`src/rtl/lsb_pkg.sv`:
```
package lsb_pkg;
  localparam int BYTE_W = 8;
  localparam int LANES  = 4;
  localparam int PAIRS  = 4;
  localparam int OE_N   = 3;
  localparam int BUS_W  = BYTE_W * LANES;

  typedef logic [LANES-1:0][BYTE_W-1:0] lane_vec_t;

  // Lower lane of copy pair p: 0-1, 0-2, 0-3, 1-3
  function automatic int pair_lo(input int p);
    return (p == 3) ? 1 : 0;
  endfunction

  // Higher lane of copy pair p
  function automatic int pair_hi(input int p);
    return (p == 3) ? 3 : p + 1;
  endfunction

  // Drive strobe index serving lane l (lanes 2 and 3 share one)
  function automatic int lane_grp(input int l);
    return (l < OE_N - 1) ? l : OE_N - 1;
  endfunction
endpackage

```
`src/rtl/lsb_hold_regs.sv`:
```
module lsb_hold_regs
  import lsb_pkg::*;
(
  input  logic             clk,
  input  logic             rst_n,
  input  logic [BUS_W-1:0] bus_in,
  input  logic [LANES-1:0] cap_en_n,
  output lane_vec_t        hold_q
);
  lane_vec_t hold_d;

  always_comb begin
    hold_d = hold_q;
    for (int l = 0; l < LANES; l++) begin
      if (!cap_en_n[l]) hold_d[l] = bus_in[l*BYTE_W +: BYTE_W];
    end
  end

  always_ff @(posedge clk or negedge rst_n) begin
    if (!rst_n) hold_q <= '0;
    else        hold_q <= hold_d;
  end
endmodule

```
`src/rtl/lsb_copy_net.sv`:
```
module lsb_copy_net
  import lsb_pkg::*;
(
  input  lane_vec_t        hold_q,
  input  logic [PAIRS-1:0] copy_en_n,
  input  logic             copy_up,
  output lane_vec_t        lane_val
);
  for (genvar d = 0; d < LANES; d++) begin : g_dst
    always_comb begin
      lane_val[d] = hold_q[d];
      // Walk from the highest pair index down so the lowest index wins
      for (int p = PAIRS - 1; p >= 0; p--) begin
        if (!copy_en_n[p]) begin
          if (copy_up && pair_hi(p) == d)       lane_val[d] = hold_q[pair_lo(p)];
          else if (!copy_up && pair_lo(p) == d) lane_val[d] = hold_q[pair_hi(p)];
        end
      end
    end
  end
endmodule

```
`src/rtl/lsb_drive_ctl.sv`:
```
module lsb_drive_ctl
  import lsb_pkg::*;
(
  input  logic [OE_N-1:0]  drv_en_n,
  input  logic             test_n,
  output logic [LANES-1:0] lane_drive
);
  for (genvar l = 0; l < LANES; l++) begin : g_lane
    assign lane_drive[l] = test_n & ~drv_en_n[lane_grp(l)];
  end
endmodule

```
`src/rtl/lane_swap_buf.sv`:
```
module lane_swap_buf
  import lsb_pkg::*;
(
  input  logic             clk,
  input  logic             rst_n,
  input  logic [BUS_W-1:0] bus_in,
  input  logic [LANES-1:0] cap_en_n,
  input  logic [PAIRS-1:0] copy_en_n,
  input  logic             copy_up,
  input  logic [OE_N-1:0]  drv_en_n,
  input  logic             test_n,
  output logic [BUS_W-1:0] data_out,
  output logic [LANES-1:0] lane_drive
);
  lane_vec_t hold_q;
  lane_vec_t lane_val;

  lsb_hold_regs u_hold (
    .clk      (clk),
    .rst_n    (rst_n),
    .bus_in   (bus_in),
    .cap_en_n (cap_en_n),
    .hold_q   (hold_q)
  );

  lsb_copy_net u_copy (
    .hold_q    (hold_q),
    .copy_en_n (copy_en_n),
    .copy_up   (copy_up),
    .lane_val  (lane_val)
  );

  lsb_drive_ctl u_drv (
    .drv_en_n   (drv_en_n),
    .test_n     (test_n),
    .lane_drive (lane_drive)
  );

  for (genvar l = 0; l < LANES; l++) begin : g_out
    assign data_out[l*BYTE_W +: BYTE_W] = lane_drive[l] ? lane_val[l] : '0;
  end
endmodule

```
`config.mk`:
```
export PLATFORM = sky130hd
export DESIGN_NAME = lane_swap_buf
export DESIGN_NICKNAME = d
export VERILOG_FILES = /design/src/rtl/lsb_pkg.sv /design/src/rtl/lsb_hold_regs.sv /design/src/rtl/lsb_copy_net.sv /design/src/rtl/lsb_drive_ctl.sv /design/src/rtl/lane_swap_buf.sv
export SDC_FILE = /design/constraint.sdc
export NUM_CORES = 1
export LEC_CHECK = 0
export BUFFER_PORTS_ARGS = -buffer_cell sky130_fd_sc_hd__buf_2
export CORE_MARGIN = 1.5
export CORE_UTILIZATION = 53
export DETAILED_ROUTE_END_ITERATION = 10
export GPL_TIMING_DRIVEN = 0
export HOLD_SLACK_MARGIN = 0.08
export PLACE_DENSITY = 0.83
export SLEW_MARGIN = 5
export SYNTH_ARGS = -nofsm -noshare
export SYNTH_HDL_FRONTEND = slang
export SYNTH_SLANG_ARGS = --single-unit
```
`constraint.sdc`:
```
create_clock -name clk -period 2.9 [get_ports clk]
set_input_delay 0.58 -clock clk [delete_from_list [all_inputs] [get_ports clk]]
set_output_delay 0.58 -clock clk [all_outputs]
set_load 0.005 [all_outputs]
```
==> metrics.md, run 1 <==
| Metric | Value |
|---|---|
| PD cells | `476 nW/µm²` |
| Highest Clock Rate | `431 MHz` |
| Avg Synthesized Cell Area | `9.50 µm²` |
| Worst Hold Class | `in2async` |
| Util after Layout | `69.3%` |
| CTS tree | `yes` |
| Most common cell after layout, fill and taps aside | `buf_2` |
| Clock Latency Late Sink | `0.28 ns` |
| Cell count after synthesis | `230` |
| Dpl hpwl | `4640 µm` |
| Number of flip-flops in the largest register | `32` |
| Clock Pin Slew Worst Setup and Hold Paths | `0.07 ns` |
| Overall die height | `67.2 µm` |
| Antenna cell count | `0` |
| Post-route cell area | `2750 µm²` |
| Worst slew pin tran | `0.713 ns` |
| CTS root buffer | `clkbuf_8` |
| Lkg Pwr | `1.33 nW` |
| Worst setup EP type | `output port` |
| Die width | `67.2 µm` |
| Sequential area share after synthesis | `36.6%` |
| Worst Skew | `0 ns` |
| Count of input and output buffers | `75` |
| Num rows | `23` |
| Post-Syn Area | `2190 µm²` |
| Fin crit share | `80.1%` |
| Gr usage total | `28.5%` |
| Unique masters post-synth | `28` |
| Fin nets | `359` |
| RSZ-0062 raised after global routing | `false` |
| Max-cap violations | `0` |
| Initial Utilization | `55.0%` |
| Non-filler cells, final | `363` |
| Routed len/inst | `17.4 µm` |
| Placed insts | `355` |
| Req. time, crit path | `2.32 ns` |
| Vias per cell | `5.96` |
| Vias in the first global route | `1885` |
| Drt initial violations | `264` |
| Post-CTS sizing | `0` |
| Sink Count | `32` |
| Vias | `2165` |
| Critical Path AT | `1.74 ns` |
| Area of the core | `3970 µm²` |
| Clock buffer depth | `2` |
| DRC | `0` |
| Total gr overflow | `0` |
| Ys Warns | `0` |
| Antenna violations before repair | `0` |
| # IOs | `83` |
| Register name with the most flops | `u_hold.hold_q` |
| DP Area | `2620 µm²` |
| Die area | `4520 µm²` |
| Fin Setup TNS | `0 ns` |
| # Post-CTS Setup Buffers | `0` |
| Startpoint types | `primary input` |
| TritonCTS Buffers | `5` |
| CTS H-tree depth | `2` |
| Status | `finished clean` |
| Layout overhead on the synthesized area | `25.8%` |
| Crit path time final | `2.32 ns` |
| Fin. Hold Viols | `0` |
| Tot Pwr | `1.31 mW` |
| Post-synthesis register bit count | `32` |
| Drt pass-1 iters | `5` |
| Final WL | `6320 µm` |
| Largest regs | `u_hold.hold_q (32)` |
| Syn nets | `277` |
| Final Slew Violations | `0` |
| Worst slew margin | `52.5%` |
| Routed Antenna Nets | `0` |
| Pin count of the biggest net entering global routing | `33` |
| Crit Path Max Fanout | `10` |
| Share of post-route cells with drive strength above 1 | `47.6%` |
| Cts hold-fix bufs | `0` |
| Crit path kind | `in2out` |
| Routability cong. | `0.964` |
| FILL cells | `328` |
| Most frequent cells in the layout | `82 x buf_2, 32 x mux2_2, 32 x dfrtp_1` |
| Max VDD drop | `0.000355 V` |
| First-pass GRT wire length | `9320 µm` |
| Final setup violation count | `0` |
==> stage by stage <==
stage / hold WS (ns) / setup WS [ns]
2_1_floorplan: 0.284 / 0.976
3_3_place_gp: 0.520 / 0.604
3_5_place_dp: 0.529 / 0.588
4_1_cts: 0.364 / 0.580
5_1_grt: 0.392 / 0.458
6_report: 0.337 / 0.578
==> cells by family after synthesis <==
family	after synthesis	synth area share, %
simple gates	50	10.9
buf+inv	27	7.67
mux	32	16.5
compound gates	89	28.3
flops	32	36.6
==> layout make-up <==
cell class | instances | area (µm²) | share of cell area (%)
sequential | 32 | 801 | 29.1
timing repair buffer | 75 | 375 | 13.6
buffer | 25 | 160 | 5.82
inverter | 2 | 7.51 | 0.273
clock inverter | 1 | 30.0 | 1.09
tap | 50 | 62.6 | 2.27
multi-input combinational | 171 | 1220 | 44.3
clock buffer | 7 | 96.3 | 3.50
==> worst max-delay path, stage by stage <==
cell,delay [ns]
buf_2,0.10
buf_2,0.18
nor2_2,0.33
nand2_1,0.10
a311oi_1,0.29
buf_2,0.16
==> where the power goes <==
part / switching [mW] / total, mW / internal (mW)
registers: 0.0662 / 0.557 / 0.491
clock network: 0.171 / 0.474 / 0.303
logic: 0.136 / 0.279 / 0.143
==> routing by layer <==
metal	GRT usage [%]	up-vias	part of all wire, %
met5	0	-	0
met4	14.0	0	2.8
met3	5.00	17	8.9
met2	43.6	127	47
met1	38.9	1013	41
li1	-	1008	-
==> worst paths after layout <==
check	end	cells after the start	startpoint	slack, ns
setup / recovery	data_out[15]	6	copy_en_n[3]	0.58
hold / removal	u_hold.hold_q[19]	1	rst_n	0.34
setup reg to reg	u_hold.hold_q[6]	1	u_hold.hold_q[6]	2.01
hold reg to reg	u_hold.hold_q[17]	1	u_hold.hold_q[17]	0.55
max in group asynchronous	u_hold.hold_q[30]	1	rst_n	2.10
min in group clk	u_hold.hold_q[18]	2	bus_in[18]	0.51
==> cell usage after synthesis, drive strengths merged <==
cell type  instances  share of area (%)
dfrtp             32                 37
mux2              32                 16
nand2             24                4.1
o21ai             24                5.5
a21oi             16                3.7
a31oi             16                4.6
buf               16                5.8
nand2b            13                3.7
nor2              10                2.2
clkbuf             9                1.5
a21o               8                3.1
a311oi             8                4.9
o211a              8                3.7
o22ai              8                2.3
inv                2               0.34
a21boi             1               0.52
and2b              1               0.34
nor2b              1               0.29
or2                1               0.29
Note: power is estimated with default switching activity, not from simulation.
==> inputs of run 2 (changes only) <==
--- a/config.mk
+++ b/config.mk
@@ -7,11 +7,11 @@
 export LEC_CHECK = 0
 export BUFFER_PORTS_ARGS = -buffer_cell sky130_fd_sc_hd__buf_2
 export CORE_MARGIN = 1.5
-export CORE_UTILIZATION = 53
+export CORE_UTILIZATION = 45
 export DETAILED_ROUTE_END_ITERATION = 10
 export GPL_TIMING_DRIVEN = 0
 export HOLD_SLACK_MARGIN = 0.08
-export PLACE_DENSITY = 0.83
+export PLACE_DENSITY = 0.75
 export SLEW_MARGIN = 5
 export SYNTH_ARGS = -nofsm -noshare
 export SYNTH_HDL_FRONTEND = slang
==> constraint.sdc (replaced) <==
create_clock -name clk -period 1.93 [get_ports clk]
set_input_delay 0.386 -clock clk [delete_from_list [all_inputs] [get_ports clk]]
set_output_delay 0.386 -clock clk [all_outputs]
set_load 0.005 [all_outputs]
==> run 2 against run 1 <==
Against the previous run: worst setup slack worse by 0.52 ns; final cell count grew 1.1%; via count up 0.37%; core utilization is 11 points lower; power grew 37%; clock skew unchanged; register-to-register slack worse by 0.94 ns; hold slack lost 0.20 ns; sequential share of layout area grew 0.12 points; largest power group unchanged; global-route usage fell by 5.9 points.
==> metrics.md, run 2 (synthesis results as in run 1) <==
| Metric | Value |
|---|---|
| Die area | `5280 µm²` |
| R2r setup slk | `1.07 ns` |
| # Post-CTS Setup Buffers | `0` |
| Startpoint types | `primary input` |
| Max-cap violations | `0` |
| Critical path's most frequent cell | `buf_2` |
| Area of the core | `4690 µm²` |
| Drt pass-1 iters | `4` |
| Worst Hold Class | `in2async` |
| TritonCTS Buffers | `5` |
| Most common cell after layout, fill and taps aside | `buf_2` |
| Vias in the first global route | `1908` |
| R2R cell count | `1` |
| PD cells | `654 nW/µm²` |
| Max incr delay on CP | `0.29 ns` |
| Clock buffer depth | `2` |
| CTS H-tree depth | `2` |
| Vias | `2173` |
| Crit path time final | `1.87 ns` |
| Largest regs | `u_hold.hold_q (32)` |
| Pin count of the biggest net entering global routing | `33` |
| Routed len/inst | `16.2 µm` |
| Worst Skew | `0 ns` |
| Crit Path Max Fanout | `10` |
| Sink Count | `32` |
| Lkg Pwr | `1.31 nW` |
| Share of post-route cells with drive strength above 1 | `48.2%` |
| FF-to-FF Start | `u_hold.hold_q[0]` |
| Worst slew margin | `53.5%` |
| Util after Layout | `58.4%` |
| Hold Slack | `0.141 ns` |
| Count of input and output buffers | `75` |
| CTS tree | `yes` |
| Tot Pwr | `1.79 mW` |
| Total gr overflow | `0` |
| Dpl hpwl | `4570 µm` |
| Crit path from | `copy_up` |
| R2r endpoint | `u_hold.hold_q[0]` |
| Highest Clock Rate | `534 MHz` |
| Gr usage total | `22.6%` |
| Initial Utilization | `46.6%` |
| Drt initial violations | `219` |
| Critical Path AT | `1.49 ns` |
| First-pass GRT wire length | `9110 µm` |
| DRC | `0` |
| Fin. Hold Viols | `0` |
| Vias per cell | `5.92` |
| Max VDD drop | `0.000505 V` |
| Cell Chain, Critical Path | `buf_2, buf_4, buf_2, o21ai_1, a311oi_2, buf_2` |
| Number of flip-flops in the largest register | `32` |
| Final setup violation count | `0` |
| Worst setup EP type | `output port` |
| Routability cong. | `0.926` |
| Cts hold-fix bufs | `0` |
| RSZ-0062 raised after global routing | `true` |
| # IOs | `83` |
| Status | `finished clean` |
| Final Slew Violations | `0` |
| Most frequent cells in the layout | `83 x buf_2, 32 x mux2_2, 32 x dfrtp_1` |
| Clock Pin Slew Worst Setup and Hold Paths | `0.07 ns` |
| Layout overhead on the synthesized area | `25.3%` |
| Slowest stage cell, crit path | `a311oi_2` |
| Final WL | `5940 µm` |
| Register name with the most flops | `u_hold.hold_q` |
| CTS root buffer | `clkbuf_8` |
| Clock Latency Late Sink | `0.28 ns` |
| Fin nets | `359` |
| Die width | `72.7 µm` |
| Req. time, crit path | `1.54 ns` |
| Antenna cell count | `0` |
| Worst slew pin tran | `0.698 ns` |
| Num rows | `25` |
| Overall die height | `72.7 µm` |
| Antenna violations before repair | `0` |
| Routed Antenna Nets | `0` |
| Crit path kind | `in2out` |
| Fin crit share | `97.0%` |
==> run 2: changes by cell type in the layout (fill, tap and decap cells not counted), sizes merged <==
cell | before | now
buf | 91 | 92
bufinv | 1 | 0
clkinvlp | 0 | 2
clkbuf | 16 | 14
==> run 2: cell type report <==
type | count | area [µm²]
Buffer | 25 | 163
Clock buffer | 6 | 82.6
Clock inverter | 2 | 15.0
Fill cell | 418 | 1950
Inverter | 2 | 7.51
Multi-Input combinational cell | 171 | 1230
Sequential cell | 32 | 801
Tap cell | 54 | 67.6
Timing Repair Buffer | 75 | 375
==> run 2: worst max-delay path by stage <==
stage,endpoint,slack (ns),depth (start not counted)
CTS,data_out[9],0.04,6
detailed placement,data_out[9],0.05,6
global placement,data_out[7],0.05,6
global route,data_out[7],-0.02,7
floorplan,data_out[15],0.39,5
finish,data_out[14],0.06,6
==> run 2: report_power, final <==
part | switching (mW) | internal (mW)
sequential | 0.0866 | 0.738
combinational | 0.203 | 0.217
clock | 0.258 | 0.288
==> run 2: timing repair <==
action,CTS,global route
endpoints found under the hold margin,0,0
resized for setup,0,7
setup endpoints to repair,0,12
==> run 2: critical path, delay by kind of cell <==
kind	cells	cell delay (ns)
AOI/OAI and AO/OA	2	0.39
buffers and inverters	4	0.71
==> run 2: per-layer routing <==
metal / GRT usage (%) / wire length [µm] / up-vias
li1: - / - / 1012
met1: 31.5 / 2480 / 1042
met2: 34.8 / 2830 / 109
met3: 4.42 / 541 / 10
met4: 8.81 / 91 / 0
met5: 0 / 0 / -
==> run 2: through the flow <==
step / TNS, ns / setup WS (ns) / instances / instance area (µm²)
final: 0 / 0.0575 / 367 / 2740
after floorplan: 0 / 0.394 / 230 / 2190
after CTS: 0 / 0.0419 / 367 / 2730
after global placement: 0 / 0.0495 / 359 / 2630
after detailed placement: 0 / 0.0456 / 359 / 2630
after global routing: -0.0278 / -0.0185 / 367 / 2740
==> inputs of run 3 (changes only) <==
--- a/config.mk
+++ b/config.mk
@@ -5,6 +5,7 @@
 export SDC_FILE = /design/constraint.sdc
 export NUM_CORES = 1
 export LEC_CHECK = 0
+export ABC_AREA = 1
 export BUFFER_PORTS_ARGS = -buffer_cell sky130_fd_sc_hd__buf_2
 export CORE_MARGIN = 1.5
 export CORE_UTILIZATION = 45
==> run 3 against run 2 <==
Against the previous run: clock-buffer cell count rose by 1; flip-flop and latch count did not move; sequential power fell by 2%; clock skew did not move; maximum frequency rose by 5.2%; synthesized cell count rose by 28%; final cell count rose by 17%; first-iteration DRC count fell by 31%; cell area rose by 0.23%.
==> metrics.md, run 3 <==
| Metric | Value |
|---|---|
| Ys Warns | `0` |
| Top-area cell type share of the netlist area | `36.8%` |
| Max VDD drop | `0.000513 V` |
| Worst Skew | `0 ns` |
| Ys async rst share | `100%` |
| Fin nets | `422` |
| Routed Antenna Nets | `0` |
| Critical Path AT | `1.39 ns` |
| Cell Int Power | `1.40 mW` |
| Main synth FF type | `dfrtp_1` |
| Max incr delay on CP | `0.23 ns` |
| Post-CTS sizing | `0` |
| Post-Syn Area | `2180 µm²` |
| Worst slew margin | `53.2%` |
| Most frequent cells in the layout | `140 x nand2_1, 86 x buf_2, 32 x mux2_2, 32 x dfrtp_1, 31 x a21oi_1` |
| FF-to-FF Start | `u_hold.hold_q[6]` |
| Worst Hold Class | `in2async` |
| Layout overhead on the synthesized area | `26.0%` |
| Number of flip-flops in the largest register | `32` |
| Gr usage total | `24.5%` |
| Clock Latency Late Sink | `0.28 ns` |
| Final Slew Violations | `0` |
| Synth area leaders | `dfrtp_1 37%, nand2_1 24%, mux2_2 17%` |
| Max-cap violations | `0` |
| Final WL | `5950 µm` |
| FILL cells | `437` |
| Worst setup EP type | `output port` |
| Top cells by count, synth | `140 x nand2_1, 32 x dfrtp_1, 32 x mux2_2, 31 x a21oi_1, 14 x o21ai_0` |
| Die area | `5270 µm²` |
| Dpl hpwl | `4750 µm` |
| # Post-CTS Setup Buffers | `0` |
| Vias in the first global route | `2138` |
| Cell Chain, Critical Path | `buf_2, inv_1, nor2_1, inv_1, buf_2, a21oi_1, buf_2` |
| Routed len/inst | `13.8 µm` |
| Initial Utilization | `46.4%` |
| Post-synth EDFFs | `0` |
| Largest regs | `u_hold.hold_q (32)` |
| R2r setup slk | `1.09 ns` |
| Clock Pin Slew Worst Setup and Hold Paths | `0.07 ns` |
| Share of post-route cells with drive strength above 1 | `37.8%` |
| Clock share of power | `35.8%` |
| Tot Pwr | `1.96 mW` |
| Fin crit share | `92.3%` |
| Post-synthesis register bit count | `32` |
| Lkg Pwr | `1.48 nW` |
| Sink Count | `32` |
| Crit path time final | `1.78 ns` |
| # IOs | `83` |
| First-pass GRT wire length | `9880 µm` |
| Drt pass-1 iters | `4` |
| Sequential area share after synthesis | `36.8%` |
| Yosys top cell by area | `dfrtp_1` |
| Cts hold-fix bufs | `0` |
| Vias per cell | `5.37` |
| Final setup violation count | `0` |
| DRC | `0` |
| Highest Clock Rate | `562 MHz` |
| Antenna violations before repair | `0` |
| Slowest stage cell, crit path | `buf_2` |
| Status | `finished clean` |
| Total gr overflow | `0` |
| RSZ-0062 raised after global routing | `false` |
| Switching share of power | `28.5%` |
| Fin Setup TNS | `0 ns` |
| Cell count after synthesis | `294` |
| R2r endpoint | `u_hold.hold_q[6]` |
| Avg Synthesized Cell Area | `7.41 µm²` |
| TritonCTS Buffers | `5` |
| Pin count of the biggest net entering global routing | `33` |
| Unique masters post-synth | `17` |
| Req. time, crit path | `1.54 ns` |
| Sw Pwr | `0.558 mW` |
| R2R cell count | `1` |
| Drt initial violations | `152` |
| Most common cell after layout, fill and taps aside | `nand2_1` |
| Worst slew pin tran | `0.702 ns` |
| Clock buffer depth | `2` |
| CTS tree | `yes` |
| Crit path kind | `in2out` |
| Fin. Hold Viols | `0` |
| Comb pwr share | `22.9%` |
| Count of input and output buffers | `74` |
| Routability cong. | `0.923` |
| Vias | `2309` |
| Seq. cell area | `801 µm²` |
| Area of the core | `4690 µm²` |
| PD cells | `713 nW/µm²` |
| Overall die height | `72.6 µm` |
| Register name with the most flops | `u_hold.hold_q` |
| Reg power frac | `41.3%` |
| Startpoint types | `primary input` |
| Count leader, synth | `nand2_1` |
| Critical path's most frequent cell | `buf_2` |
| Multi-input logic area | `1240 µm²` |
| Die width | `72.6 µm` |
| Crit Path Max Fanout | `10` |
| CTS root buffer | `clkbuf_8` |
| Antenna cell count | `0` |
| Num rows | `25` |
| Syn nets | `341` |
| CTS H-tree depth | `2` |
==> run 3: through the flow <==
| stage | setup WS [ns] | hold slack (ns) | util (%) | std cells | area [µm²] |
|---|---|---|---|---|---|
| 2_1_floorplan | 0.460 | 0.0904 | - | 294 | 2180 |
| 3_3_place_gp | 0.129 | 0.475 | 55.8 | 422 | 2620 |
| 3_5_place_dp | 0.0520 | 0.474 | 55.8 | 422 | 2620 |
| 4_1_cts | 0.0501 | 0.163 | 58.5 | 430 | 2740 |
| 5_1_grt | 0.000489 | 0.192 | 58.5 | 430 | 2750 |
| 6_report | 0.149 | 0.141 | 58.5 | 430 | 2750 |
==> run 3: worst max path at each step <==
stage / from / end / cells after the start
global placement: test_n / data_out[11] / 6
global route: test_n / data_out[0] / 6
CTS: test_n / data_out[8] / 6
finish: test_n / data_out[24] / 7
floorplan: copy_up / data_out[4] / 9
detailed placement: test_n / data_out[8] / 6
==> run 3: layer usage <==
layer  share of wire (%)  track usage, %  wire length, µm  vias to the layer above
met4                 1.2            7.13               70                        0
met5                   0               0                0                        -
li1                    -               -                -                     1132
met2                  47            38.8             2790                       90
met3                 6.7            5.39              397                        7
met1                  45            33.7             2690                     1080
==> run 3: power groups by stage <==
stage	logic (mW)	clock network [mW]	registers, mW
floorplan	0.302	0	0.792
global placement	0.434	0	0.818
detailed placement	0.446	0	0.821
CTS	0.448	0.715	0.808
global route	0.508	0.747	0.819
finish	0.448	0.701	0.809
==> run 3: cell families (layout without fill, tap and decap cells) <==
kind of cell	count (synthesis)	after routing	synth area share [%]
compound gates	56	56	13.5
buf+inv	25	107	6.61
flops	32	32	36.8
mux	32	32	16.5
simple gates	149	149	26.6
==> run 3: layout make-up <==
| cell class | instances | share of cell area [%] |
|---|---|---|
| inverters | 8 | 1.28 |
| clock inverters | 1 | 1.09 |
| clock buffers | 7 | 3.51 |
| flip-flops and latches | 32 | 29.2 |
| plain buffers | 17 | 3.97 |
| well taps | 54 | 2.46 |
| repair buffers | 74 | 13.5 |
| multi-input cells | 237 | 45.0 |
==> run 3: worst max-delay path: cells and delay by family <==
family	cells	cell delay, ns
buffers and inverters	5	0.65
AOI/OAI and AO/OA	1	0.20
and+or+nand+nor	1	0.14
